===== config.mk =====
export PLATFORM = sky130hd
export DESIGN_NAME = glyph_blit
export DESIGN_NICKNAME = d
export VERILOG_FILES = /design/src/rtl/glyph_pkg.sv /design/src/rtl/glyph_ctrl.sv /design/src/rtl/glyph_dpath.sv /design/src/rtl/glyph_blit.sv
export SDC_FILE = /design/constraint.sdc
export NUM_CORES = 1
export LEC_CHECK = 0
export BUFFER_PORTS_ARGS = -buffer_cell sky130_fd_sc_hd__clkbuf_2
export CORE_AREA = 5 5 200 163
export DETAILED_ROUTE_END_ITERATION = 16
export DIE_AREA = 0 0 205 168
export GPL_ROUTABILITY_DRIVEN = 1
export SLEW_MARGIN = 0
export SYNTH_ARGS = -nofsm -noshare
export SYNTH_HDL_FRONTEND = slang
export SYNTH_SLANG_ARGS = --single-unit

===== constraint.sdc =====
create_clock -name clk -period 2.5 [get_ports clk]
set_input_delay 0.125 -clock clk [delete_from_list [all_inputs] [get_ports clk]]
set_output_delay 0.125 -clock clk [all_outputs]
set_load 0.01 [all_outputs]

===== src/rtl/glyph_pkg.sv =====
package glyph_pkg;

  localparam logic [3:0] REG_FG    = 4'd0;
  localparam logic [3:0] REG_BG    = 4'd1;
  localparam logic [3:0] REG_MASK  = 4'd2;
  localparam logic [3:0] REG_X0    = 4'd3;
  localparam logic [3:0] REG_Y0    = 4'd4;
  localparam logic [3:0] REG_X1    = 4'd5;
  localparam logic [3:0] REG_INCX  = 4'd6;
  localparam logic [3:0] REG_INCY  = 4'd7;
  localparam logic [3:0] REG_GLYPH = 4'd8;

  localparam int GLYPH_BITS = 32;
  localparam int BUSY_BIT   = 28;

  // Strobes from the sequencer to the datapath
  typedef struct packed {
    logic regWe;        // register write accepted
    logic advance;      // glyph accepted: move position
    logic loadActRegs;  // start job from live registers
    logic loadActPend;  // start job from holding buffer
    logic loadPend;     // capture job into holding buffer
    logic step;         // move to next pixel
  } glyph_strobe_t;

endpackage


===== src/rtl/glyph_ctrl.sv =====
module glyph_ctrl
  import glyph_pkg::*;
(
  input  logic          clk,
  input  logic          rstN,
  input  logic          regWrEn,
  input  logic [3:0]    regAddr,
  input  logic          lastPix,
  output glyph_strobe_t strb,
  output logic          actValid,
  output logic          pendValid
);

  logic glyphWr;
  logic finishing;

  assign glyphWr   = regWrEn && !pendValid && (regAddr == REG_GLYPH);
  assign finishing = actValid && lastPix;

  always_comb begin
    strb         = '0;
    strb.regWe   = regWrEn && !pendValid;
    strb.advance = glyphWr;
    if (!actValid) begin
      strb.loadActRegs = glyphWr;
    end else if (!finishing) begin
      strb.step     = 1'b1;
      strb.loadPend = glyphWr;
    end else if (pendValid) begin
      strb.loadActPend = 1'b1;
    end else begin
      strb.loadActRegs = glyphWr;
    end
  end

  always_ff @(posedge clk) begin
    if (!rstN) begin
      actValid  <= 1'b0;
      pendValid <= 1'b0;
    end else begin
      if (strb.loadActRegs || strb.loadActPend) actValid <= 1'b1;
      else if (finishing)                       actValid <= 1'b0;
      if (strb.loadPend)         pendValid <= 1'b1;
      else if (strb.loadActPend) pendValid <= 1'b0;
    end
  end

  // a held word stays held until the running word ends
  p_hold_r9: assert property (@(posedge clk) disable iff (!rstN)
    (pendValid && !finishing) |=> pendValid);

  // the buffer is only ever filled when empty
  p_no_overflow_r9: assert property (@(posedge clk) disable iff (!rstN)
    strb.loadPend |-> !pendValid);

  // a held word implies a word in flight
  p_pend_busy_r9: assert property (@(posedge clk) disable iff (!rstN)
    pendValid |-> actValid);

endmodule


===== src/rtl/glyph_dpath.sv =====
module glyph_dpath
  import glyph_pkg::*;
#(
  parameter int XW    = 12,
  parameter int YW    = 12,
  parameter int AW    = 24,
  parameter int CW    = 8,
  parameter int PITCH = 1024
) (
  input  logic          clk,
  input  logic          rstN,
  input  glyph_strobe_t strb,
  input  logic          actValid,
  input  logic [3:0]    regAddr,
  input  logic [31:0]   regWrData,
  output logic          lastPix,
  output logic [AW-1:0] pixAddr,
  output logic [CW-1:0] pixData,
  output logic [CW-1:0] pixMask
);

  localparam int CNTW = $clog2(GLYPH_BITS);

  typedef struct packed {
    logic [GLYPH_BITS-1:0] word;
    logic [AW-1:0]         addr;
    logic [CW-1:0]         fg;
    logic [CW-1:0]         bg;
    logic [CW-1:0]         mask;
    logic [CNTW-1:0]       last;
  } job_t;

  logic [CW-1:0] fgReg, bgReg, maskReg;
  logic [XW-1:0] x0Reg, x1Reg, incX;
  logic [YW-1:0] y0Reg, incY;

  job_t newJob, actJob, pendJob;
  logic [CNTW-1:0] actCnt;
  logic [XW-1:0]   spanDiff;

  // register file with auto-advance
  always_ff @(posedge clk) begin
    if (!rstN) begin
      fgReg   <= '0;
      bgReg   <= '0;
      maskReg <= '1;
      x0Reg   <= '0;
      x1Reg   <= '0;
      y0Reg   <= '0;
      incX    <= '0;
      incY    <= '0;
    end else if (strb.advance) begin
      x0Reg <= x0Reg + incX;
      y0Reg <= y0Reg + incY;
    end else if (strb.regWe) begin
      case (regAddr)
        REG_FG:   fgReg   <= regWrData[CW-1:0];
        REG_BG:   bgReg   <= regWrData[CW-1:0];
        REG_MASK: maskReg <= regWrData[CW-1:0];
        REG_X0:   x0Reg   <= regWrData[XW-1:0];
        REG_Y0:   y0Reg   <= regWrData[YW-1:0];
        REG_X1:   x1Reg   <= regWrData[XW-1:0];
        REG_INCX: incX    <= regWrData[XW-1:0];
        REG_INCY: incY    <= regWrData[YW-1:0];
        default: ;
      endcase
    end
  end

  // job snapshot from live registers
  always_comb begin
    spanDiff    = x1Reg - x0Reg;
    newJob.word = regWrData;
    newJob.addr = AW'(y0Reg) * AW'(PITCH) + AW'(x0Reg);
    newJob.fg   = fgReg;
    newJob.bg   = bgReg;
    newJob.mask = maskReg;
    newJob.last = (spanDiff > XW'(GLYPH_BITS - 1)) ? CNTW'(GLYPH_BITS - 1)
                                                   : spanDiff[CNTW-1:0];
  end

  always_ff @(posedge clk) begin
    if (!rstN) begin
      pendJob <= '0;
    end else if (strb.loadPend) begin
      pendJob <= newJob;
    end
  end

  always_ff @(posedge clk) begin
    if (!rstN) begin
      actJob <= '0;
      actCnt <= '0;
    end else if (strb.loadActRegs) begin
      actJob <= newJob;
      actCnt <= '0;
    end else if (strb.loadActPend) begin
      actJob <= pendJob;
      actCnt <= '0;
    end else if (strb.step) begin
      actJob.word <= {actJob.word[GLYPH_BITS-2:0], 1'b0};
      actJob.addr <= actJob.addr + AW'(1);
      actCnt      <= actCnt + CNTW'(1);
    end
  end

  assign lastPix = (actCnt == actJob.last);
  assign pixAddr = actJob.addr;
  assign pixData = actJob.word[GLYPH_BITS-1] ? actJob.fg : actJob.bg;
  assign pixMask = actJob.mask;

  // the sequencer never steps beyond the last pixel of a span
  p_span_r4: assert property (@(posedge clk) disable iff (!rstN)
    strb.step |-> !lastPix);

  // the pixel index stays inside the captured span
  p_count_r4: assert property (@(posedge clk) disable iff (!rstN)
    actValid |-> (actCnt <= actJob.last));

endmodule


===== src/rtl/glyph_blit.sv =====
module glyph_blit
  import glyph_pkg::*;
#(
  parameter int XW    = 12,
  parameter int YW    = 12,
  parameter int AW    = 24,
  parameter int CW    = 8,
  parameter int PITCH = 1024
) (
  input  logic          clk,
  input  logic          rstN,
  input  logic          regWrEn,
  input  logic [3:0]    regAddr,
  input  logic [31:0]   regWrData,
  output logic          regReady,
  output logic [31:0]   statusWord,
  output logic          pixWrEn,
  output logic [AW-1:0] pixAddr,
  output logic [CW-1:0] pixData,
  output logic [CW-1:0] pixMask
);

  glyph_strobe_t strb;
  logic actValid, pendValid, lastPix;

  glyph_ctrl ctrl_i (
    .clk       (clk),
    .rstN      (rstN),
    .regWrEn   (regWrEn),
    .regAddr   (regAddr),
    .lastPix   (lastPix),
    .strb      (strb),
    .actValid  (actValid),
    .pendValid (pendValid)
  );

  glyph_dpath #(
    .XW(XW), .YW(YW), .AW(AW), .CW(CW), .PITCH(PITCH)
  ) dpath_i (
    .clk       (clk),
    .rstN      (rstN),
    .strb      (strb),
    .actValid  (actValid),
    .regAddr   (regAddr),
    .regWrData (regWrData),
    .lastPix   (lastPix),
    .pixAddr   (pixAddr),
    .pixData   (pixData),
    .pixMask   (pixMask)
  );

  always_comb begin
    statusWord           = '0;
    statusWord[BUSY_BIT] = actValid || pendValid;
  end

  assign regReady = !pendValid;
  assign pixWrEn  = actValid;

  // drawing only starts from an accepted glyph write
  p_start_r1: assert property (@(posedge clk) disable iff (!rstN)
    $rose(pixWrEn) |-> $past(regWrEn && regReady && (regAddr == REG_GLYPH)));

  // pixel writes only while status shows busy
  p_busy_r8: assert property (@(posedge clk) disable iff (!rstN)
    pixWrEn |-> statusWord[BUSY_BIT]);

  // back-pressure only while a word is in flight
  p_ready_r9: assert property (@(posedge clk) disable iff (!rstN)
    !regReady |-> (pixWrEn && statusWord[BUSY_BIT]));

endmodule


==> summary.md, run 1 <==
| Metric | Value |
|---|---|
| WHS Path Cells | `3` |
| # rows | `57` |
| M2 GR Usage | `0.3180` |
| Ports | `approximately 110` |
| Met1 GRT Util | `0.3390` |
| Prevailing post-synth register cell | `dfxtp_1` |
| Internal power | `a little under 0.007 W` |
| Drt first pass iters | `5` |
| Min Clock Period, post-route | `2416 ps` |
| CTS tree | `built` |
| Unrepaired setup endpoints after global routing | `true` |
| Post-synth EDFFs | `0` |
| GR peak layer | `met1` |
| Synth cell types | `82` |
| H-Tree Depth | `1` |
| Sequential power share | `0.462` |
| Critical Path, Cell by Cell | `inv_1, ha_2, inv_1, fa_2, a211oi_4, a2111oi_0, a31o_2, a311o_1, nor3_4, buf_12, a311oi_1` |
| Global-route wire length before repair | `just over 60000 microns` |
| CP Data Required Time | `2910 ps` |
| Largest net degree at the start of global routing | `128` |
| Hold Vio Cnt, Final | `0` |
| Total Routed Length | `38340 microns` |
| Cell family contributing the most delay on the critical path | `compound AO/OA/AOI/OAI gates` |
| Avg Cell Area, Syn | `8.086 sq um` |
| Final nets | `1784` |
| Die height | `168 microns` |
| Switching power | `about 0.0022 W` |
| CP peak stage delay | `360 ps` |
| Sw Share | `0.2438` |
| Worst-path fanout max | `10` |
| PnR Total Power | `0.009133 W` |
| Routed wire per std cell | `17.94 microns` |
| Number of max-cap violations | `0` |
| Core area | `~0.030 sq mm` |
| Worst slew pin tran | `664.9 ps` |
| Top cell type's share of synthesized area | `0.3875` |
| Synth top cells by count | `nand2_1, dfxtp_1, a21oi_1` |
| Placement Setup Slack | `-33.15 ps` |
| Synth Warn # | `0` |
| Utilization after layout | `0.5053` |
| DRC viols | `0` |
| Bufs and invs on worst path | `3` |
| Clk_skew | `10.95 ps` |
| Antenna Cells | `0` |
| Clk buf depth | `3` |
| Clock Power Share | `0.455` |
| Flops & latches, synth | `260` |
| Setup_tns | `0 ps` |
| Critical path's slowest cell | `fa_2` |
| Setup violators final | `0` |
| CP most frequent cell | `inv_1` |
| Post-DP HPWL | `25800 microns` |
| Setup slack after layout | `84.23 ps` |
| Crit start category | `flop` |
| Pwr Density | `599.2 mW/mm^2` |
| Die area | `0.03444 sq mm` |
| Most common cell in the synthesized netlist | `nand2_1` |
| Logic pwr share | `0.083` |
| Total congestion overflow | `0` |
| Period utilization | `0.9663` |
| Drt initial violations | `around 1000` |
| Worst min path class | `in -> reg` |
| Worst path depth | `11` |
| Vias | `11896` |
| CP endpoint kind | `flop` |
| Width of the die | `205 microns` |
| Mapped Area | `about 0.013 sq mm` |
| Maximum VDD drop | `slightly above 400 uV` |
| Max transition margin | `0.5567` |
| Fill cells | `just under 3000` |
| Outcome | `finished, final reports clean` |
| Share of layout cells above drive strength 1 | `0.1508` |
| Post-synthesis sequential area ratio | `0.3875` |
| Leak Pwr | `5.886 nW` |
| Initial antenna violation count | `0` |
| Critical path arrival | `roughly 2800 ps` |
| Synth area leaders | `dfxtp_1, nand2_1, a21oi_1, buf_4, nor2_1` |
| Max Clk Rate | `413.9 MHz` |
| Initial core utilization | `0.4452` |
| Cells after Synth | `between 1500 and 2000` |
| Vias in the first global route | `approximately 11000` |
| Skew-Pair Late Insertion Delay | `between 500 and 600 ps` |
| Area leader, netlist | `dfxtp_1` |
| Area growth, synth to finish | `13.49%` |
| Final Wtd Congestion | `0.8646` |
| Overall routing resource usage | `0.2146` |
| IO buf count | `81` |
| Antenna Nets Post-Route | `0` |
| Clock-pin slew on the worst setup and hold paths | `around 60 ps` |
| Fraction of registers with async set/reset | `0` |
| Crit Path Category | `reg -> reg` |
| FF-to-FF path depth | `11` |
| Final Max Tran Viols | `0` |
| Hold slack final | `41.13 ps` |
| Grt met3 use | `0.02827` |
| Root Buffer | `clkbuf_16` |
| Via/cell ratio | `5.567` |
| Clock sinks | `260` |
| TritonCTS Buffers | `27` |
-- power groups by stage --
stage               sequential [W]  clock [W]  combinational [W]
finish                     0.00422    0.00416           0.000757
global route               0.00422    0.00440           0.000825
CTS                        0.00422    0.00424           0.000741
detailed placement         0.00431          0           0.000700
global placement           0.00431          0           0.000699
floorplan                  0.00430          0           0.000485
-- flip-flops by register name (all words and copies together), names as in the netlist --
| name | flops |
|---|---|
| dpath_i.x1Reg | 12 |
| dpath_i.bgReg | 8 |
| dpath_i.actCnt | 5 |
| dpath_i.actJob | 53 |
| dpath_i.incY | 12 |
| dpath_i.fgReg | 8 |
| dpath_i.incX | 12 |
| dpath_i.maskReg | 8 |
| dpath_i.pixAddr | 24 |
| ctrl_i.pendValid | 1 |
| dpath_i.y0Reg | 12 |
| ctrl_i.actValid | 1 |
| dpath_i.x0Reg | 12 |
| dpath_i.pixMask | 8 |
| dpath_i.pendJob | 84 |
-- cell type report --
cell class / count / area [sq um] / share of cell area
Clock buffer: 40 / 804.5 / 0.05278
Clock inverter: 9 / 110.1 / 0.007223
Inverter: 28 / 107.6 / 0.007059
Multi-Input combinational cell: 1218 / 7198 / 0.4722
Sequential cell: 260 / 5205 / 0.3415
Tap cell: 413 / 516.7 / 0.03390
Timing Repair Buffer: 169 / 1301 / 0.08536
-- routing by layer --
| layer | vias up | share of wire |
|---|---|---|
| met2 | 318 | 0.42 |
| met4 | 0 | 0.010 |
| met1 | 5681 | 0.51 |
| met5 | - | 0 |
| li1 | 5865 | - |
| met3 | 32 | 0.060 |
-- repair_timing --
| item | in CTS | in global routing |
|---|---|---|
| hold buffers | 24 | 0 |
| hold endpoints to repair | 53 | 0 |
| gates resized for setup | 2 | 6 |
| setup buffers | 2 | 1 |
| setup endpoints to repair | 10 | 10 |
| pin swaps | 1 | 3 |
-- cells in the final DEF (no fill, tap or decap), types with 6 or more instances in the layout --
cell / count
nand2_1: 313
dfxtp_1: 260
a21oi_1: 173
nor2_1: 137
clkbuf_2: 81
nand3_1: 79
buf_4: 50
o22ai_1: 42
a311oi_1: 36
ha_1: 36
o21ai_0: 35
conb_1: 31
inv_1: 27
clkbuf_16: 27
dlygate4sd3_1: 24
o31ai_1: 23
xor2_1: 22
nor3_1: 21
mux2i_1: 20
a211oi_1: 20
xnor2_1: 19
mux2_2: 17
a31oi_1: 14
buf_12: 14
nand4_1: 13
o31ai_2: 10
and3_1: 9
nor2b_1: 8
clkbuf_8: 8
and2_1: 7
or2_2: 7
o221ai_1: 7
a21o_1: 7
o221a_2: 7
o21a_1: 6
or3_1: 6
nand2b_1: 6
-- cells by family (layout without fill, tap and decap cells) --
family	count (synthesis)	count (layout)	share of synthesized area
buffers and inverters	213	246	0.08877
AO/OA/AOI/OAI	433	433	0.2142
flip-flops	260	260	0.3875
AND/OR/NAND/NOR	634	634	0.2117
multiplexers	37	37	0.02916
adder cells (fa/ha/maj)	41	41	0.04043
XOR/XNOR	42	42	0.02795
other	1	31	0.0002792
-- final timing paths --
kind | start | end | slack (ps)
setup / recovery | dpath_i.x1Reg[0] | dpath_i.actJob[4] | 80
hold / removal | regWrData[11] | dpath_i.pendJob[64] | 40
setup reg to reg | dpath_i.x1Reg[0] | dpath_i.actJob[4] | 80
hold reg to reg | dpath_i.actJob[69] | dpath_i.actJob[69] | 450
-- metrics by stage --
| stage | cell area [sq um] | std cells |
|---|---|---|
| 2_1_floorplan | 13540 | 1691 |
| 3_3_place_gp | 14030 | 2061 |
| 3_5_place_dp | 14030 | 2061 |
| 4_1_cts | 15210 | 2136 |
| 5_1_grt | 15240 | 2137 |
| 6_report | 15240 | 2137 |
-- worst reg2reg max path: cells and delay by family (launching register included) --
kind | cells | cell delay, ps
DFF | 1 | 310
AOI/OAI and AO/OA | 5 | 1030
and+or+nand+nor | 1 | 160
buffers and inverters | 3 | 260
adders and majority gates | 2 | 530
No activity file was read; power rests on OpenSTA's default activity.
==> run 2, diff against run 1 <==
--- a/config.mk
+++ b/config.mk
@@ -10,6 +10,8 @@
 export DETAILED_ROUTE_END_ITERATION = 16
 export DIE_AREA = 0 0 205 168
 export GPL_ROUTABILITY_DRIVEN = 1
+export GPL_TIMING_DRIVEN = 0
+export PLACE_DENSITY_LB_ADDON = 0.3
 export SLEW_MARGIN = 0
 export SYNTH_ARGS = -nofsm -noshare
 export SYNTH_HDL_FRONTEND = slang
==> summary.md, run 2 (synthesis gave the netlist of run 1 again) <==
| Metric | Value |
|---|---|
| Utilization after layout | `0.5226` |
| Vias in the first global route | `11673` |
| Commonest non-fill, non-tap cells in the layout | `nand2_1, dfxtp_1, a21oi_1` |
| Leak Pwr | `6.199 nW` |
| Post-DP HPWL | `31920 microns` |
| Min Clock Period, post-route | `2496 ps` |
| Clk buf depth | `3` |
| Total Routed Length | `44200 microns` |
| Worst-path fanout max | `10` |
| Skew-Pair Late Insertion Delay | `560 ps` |
| CP Data Required Time | `2940 ps` |
| Initial core utilization | `0.4452` |
| Worst min path class | `in -> reg` |
| Via/cell ratio | `5.734` |
| Drt initial violations | `between 1000 and 1500` |
| Clock sinks | `260` |
| IO buf count | `73` |
| Routed wire per std cell | `roughly 20 microns` |
| Initial antenna violation count | `0` |
| Global-route wire length before repair | `67320 microns` |
| Ports | `approximately 110` |
| TritonCTS Buffers | `27` |
| Antenna Nets Post-Route | `0` |
| CTS tree | `built` |
| Final Non-Filler Cells | `approximately 2300` |
| Core area | `around 0.030 sq mm` |
| Width of the die | `205 microns` |
| Critical Path, Cell by Cell | `xor2_2, nor3_4, nand3_2, buf_2, o22ai_1, o21ai_0, o211a_1` |
| Period utilization | `0.9982` |
| Maximum VDD drop | `483.3 uV` |
| Bufs and invs on worst path | `1` |
| Setup slack after layout | `4.477 ps` |
| Die height | `about 170 microns` |
| CP peak stage delay | `between 400 and 500 ps` |
| Share of layout cells above drive strength 1 | `0.1800` |
| Cell family contributing the most delay on the critical path | `simple AND/OR/NAND/NOR gates` |
| CP endpoint kind | `flop` |
| Crit Path Category | `reg -> reg` |
| Critical path's slowest cell | `dfxtp_1` |
| Crit start category | `flop` |
| Max transition margin | `0.4205` |
| Area growth, synth to finish | `17.38%` |
| H-Tree Depth | `1` |
| Final nets | `1898` |
| Finished Cell Area | `0.01577 sq mm` |
| Root Buffer | `clkbuf_16` |
| Unrepaired setup endpoints after global routing | `true` |
| Final Max Tran Viols | `0` |
| Vias | `12913` |
| Max reg flops | `84` |
| Outcome | `finished, final reports clean` |
| Die area | `0.03444 sq mm` |
| # rows | `57` |
| Number of max-cap violations | `0` |
| Max Clk Rate | `about 400 MHz` |
| Hold Vio Cnt, Final | `0` |
| Antenna Cells | `0` |
| Clock-pin slew on the worst setup and hold paths | `about 60 ps` |
| Clk_skew | `12.47 ps` |
| DRC viols | `0` |
| Placed cell count | `about 2200` |
| Total congestion overflow | `0` |
| Hold slack final | `roughly 28 ps` |
| Largest net degree at the start of global routing | `15` |
| Critical path arrival | `~2900 ps` |
| Final Wtd Congestion | `0.9499` |
| Post-place instance area | `0.01443 sq mm` |
| Placement Setup Slack | `-434.5 ps` |
| Pwr Density | `roughly 600 mW/mm^2` |
| Overall routing resource usage | `0.2438` |
| Largest Register | `dpath_i.pendJob` |
| Setup violators final | `0` |
| Commonest non-fill, non-tap cell in the layout | `nand2_1` |
| Worst slew pin tran | `between 800 and 900 ps` |
| Drt first pass iters | `6` |
run 2: metrics by stage:
stage               setup TNS, ps  power, W
finish                          0  0.009491
global route               -650.3  0.009740
CTS                       -0.7980  0.009480
detailed placement          -5321  0.005051
global placement            -4923  0.005045
floorplan                       0  0.004787
run 2: cell type report:
cell class / instances / area (sq um)
fillers: 2877 / 14400
repair buffers: 99 / 628.1
well taps: 413 / 516.7
clock inverters: 13 / 200.2
inverters: 28 / 105.1
multi-input cells: 1218 / 7227
flip-flops and latches: 260 / 5231
clock buffers: 37 / 763.2
plain buffers: 184 / 1095
run 2: metal layers:
layer	wire [microns]	global-route usage	vias up
met2	18570	0.3571	607
met1	20460	0.3681	6116
li1	-	-	6106
met5	0	0	-
met4	1005	0.05793	0
met3	4170	0.04865	84
run 2: timing repair:
| item | in CTS | in global routing |
|---|---|---|
| endpoints found under the hold margin | 40 | 0 |
| hold buffers | 22 | 0 |
| gates resized for setup | 27 | 21 |
| pin swaps | 3 | 3 |
| endpoints found under the setup margin | 20 | 100 |
| buffers inserted | 4 | 0 |
run 2: worst paths after layout:
path                          to  cells after the start                 from  slack, ps
min reg2reg  dpath_i.pendJob[71]                      2  dpath_i.pendJob[71]        460
max          dpath_i.pixAddr[17]                      7    dpath_i.actCnt[2]          4
max reg2reg  dpath_i.pixAddr[17]                      7    dpath_i.actCnt[2]          4
min          dpath_i.pendJob[63]                      3        regWrData[10]         30
run 2: report_power, final:
part	leakage, nW	switching, W	internal, W
registers	2.10	0.0000528	0.00418
logic	3.62	0.000519	0.000313
clock network	0.474	0.00177	0.00266
total	6.20	0.00234	0.00715
run 2: tightest hold or removal path: stages:
cell,delay (ps)
clkbuf_2,230
nand2_1,110
a21oi_1,50
==> run 3, diff against run 2 <==
==> constraint.sdc (replaced) <==
create_clock -name clk -period 2.3 [get_ports clk]
set_input_delay 0.115 -clock clk [delete_from_list [all_inputs] [get_ports clk]]
set_output_delay 0.115 -clock clk [all_outputs]
set_load 0.01 [all_outputs]
==> summary.md, run 3 (synthesis gave the netlist of run 1 again) <==
| Metric | Value |
|---|---|
| Outcome | `finished, violations left` |
| Failing checks | `setup timing` |
| Max reg flops | `84` |
| Setup violators final | `10` |
| DRC viols | `0` |
| Core area | `0.03017 sq mm` |
| Min Clock Period, post-route | `2453 ps` |
| CTS tree | `built` |
| Die area | `roughly 0.034 sq mm` |
| Initial core utilization | `0.4452` |
| Critical path's slowest cell | `dfxtp_2` |
| Maximum VDD drop | `508.4 uV` |
| H-Tree Depth | `1` |
| Drt first pass iters | `5` |
| Max transition margin | `0.4233` |
| Share of layout cells above drive strength 1 | `0.1964` |
| Placement Setup Slack | `-589.6 ps` |
| Antenna Cells | `0` |
| Final nets | `approximately 1900` |
| Crit Path Category | `reg -> reg` |
| Area growth, synth to finish | `18.95%` |
| Ports | `~110` |
| Antenna Nets Post-Route | `0` |
| Hold Vio Cnt, Final | `0` |
| Worst slew pin tran | `865.1 ps` |
| Post-place instance area | `approximately 0.014 sq mm` |
| Overall routing resource usage | `0.2447` |
| Post-DP HPWL | `32000 microns` |
| Initial antenna violation count | `0` |
| # rows | `57` |
| Unrepaired setup endpoints after global routing | `true` |
| Width of the die | `205 microns` |
| Finished Cell Area | `~0.016 sq mm` |
| Setup slack after layout | `-152.9 ps` |
| CP Data Required Time | `between 2000 and 3000 ps` |
| Root Buffer | `clkbuf_16` |
| Routed wire per std cell | `19.62 microns` |
| Global-route wire length before repair | `67560 microns` |
| Via/cell ratio | `about 5.7` |
| Leak Pwr | `6.280 nW` |
| Total Routed Length | `approximately 44000 microns` |
| Largest Register | `dpath_i.pendJob` |
| Crit start category | `flop` |
| Clock-pin slew on the worst setup and hold paths | `60 ps` |
| CP peak stage delay | `460 ps` |
| Total congestion overflow | `0` |
| Vias in the first global route | `11696` |
| Skew-Pair Late Insertion Delay | `540 ps` |
| Drt initial violations | `1322` |
| Clk_skew | `10.09 ps` |
| Commonest non-fill, non-tap cells in the layout | `nand2_1, dfxtp_1, a21oi_1` |
| Pwr Density | `640.2 mW/mm^2` |
| Fill cells | `2863` |
| CP most frequent cell | `a311oi_2` |
| Worst-path fanout max | `10` |
| IO buf count | `73` |
| TritonCTS Buffers | `27` |
| Final Max Tran Viols | `0` |
| Critical Path, Cell by Cell | `inv_1, ha_2, o21ai_1, or2_2, a21oi_1, a311oi_2, nor3_4, buf_12, a311oi_2` |
| Period utilization | `1.066` |
| Die height | `168 microns` |
| Number of max-cap violations | `0` |
| Largest net degree at the start of global routing | `15` |
| Commonest non-fill, non-tap cell in the layout | `nand2_1` |
| CP endpoint kind | `flop` |
| Critical path arrival | `2830 ps` |
| Vias | `12911` |
| Worst min path class | `in -> reg` |
| Clock sinks | `260` |
| Final Wtd Congestion | `0.9410` |
| Max Clk Rate | `between 400 and 500 MHz` |
| Clk buf depth | `3` |
==> run 3: cell types whose count changed in the layout (fill, tap and decap cells not counted), sizes merged <==
cell      change
clkinvlp      +1
clkinv        -1
bufinv        -1
buf          +10
==> run 3: per-stage QoR <==
stage | util | cells | TNS, ps | total power [W] | hold WS, ps
after floorplan | - | 1691 | -47.65 | 0.005204 | 251.0
after global placement | 0.4788 | 2177 | -22370 | 0.005482 | 357.0
after detailed placement | 0.4788 | 2177 | -23940 | 0.005490 | 368.6
after CTS | 0.5232 | 2253 | -754.9 | 0.01024 | 0.3705
after global routing | 0.5296 | 2261 | -2206 | 0.01055 | 52.05
final | 0.5296 | 2261 | -1244 | 0.01023 | 27.74
==> run 3: routing by layer <==
layer  track usage  wire length, microns
met4       0.05997                   957
met1        0.3674                 20030
met2        0.3563                 18970
met3       0.05365                  4395
met5             0                     0
==> run 3: path summary, 6_finish.rpt <==
kind | startpoint | endpoint | slack [ps] | cells after the start
max | dpath_i.x0Reg[4] | dpath_i.actJob[4] | -150 | 9
min | regWrData[10] | dpath_i.pendJob[63] | 30 | 3
max reg2reg | dpath_i.x0Reg[4] | dpath_i.actJob[4] | -150 | 9
min reg2reg | dpath_i.pendJob[17] | dpath_i.pendJob[17] | 460 | 2
==> run 3: power breakdown <==
group / internal, W / switching [W]
Combinational: 0.000355 / 0.000578
Sequential: 0.00454 / 0.0000571
Clock: 0.00282 / 0.00188
==> run 3: cell type report <==
| cell class | count | area [sq um] | share of cell area |
|---|---|---|---|
| Clock buffer | 37 | 773.2 | 0.04840 |
| Sequential cell | 260 | 5240 | 0.3280 |
| Inverter | 28 | 108.9 | 0.006813 |
| Timing Repair Buffer | 110 | 710.7 | 0.04448 |
| Clock inverter | 12 | 181.4 | 0.01136 |
| Multi-Input combinational cell | 1218 | 7332 | 0.4589 |
| Tap cell | 413 | 516.7 | 0.03234 |
| Buffer | 183 | 1114 | 0.06970 |
==> run 3: worst max-delay path: cells and delay by family, from the launching register on <==
family,cells,cell delay (ps)
AOI/OAI and AO/OA,4,610
and+or+nand+nor,2,560
DFF,1,460
adders and majority gates,1,410
buffers and inverters,2,260
==> run 3: repair_timing <==
action,4_1_cts,5_1_grt
pin swaps,8,8
hold buffers,22,0
buffers inserted,6,9
hold endpoints to repair,40,0
gates resized for setup,40,46
setup endpoints to repair,123,133
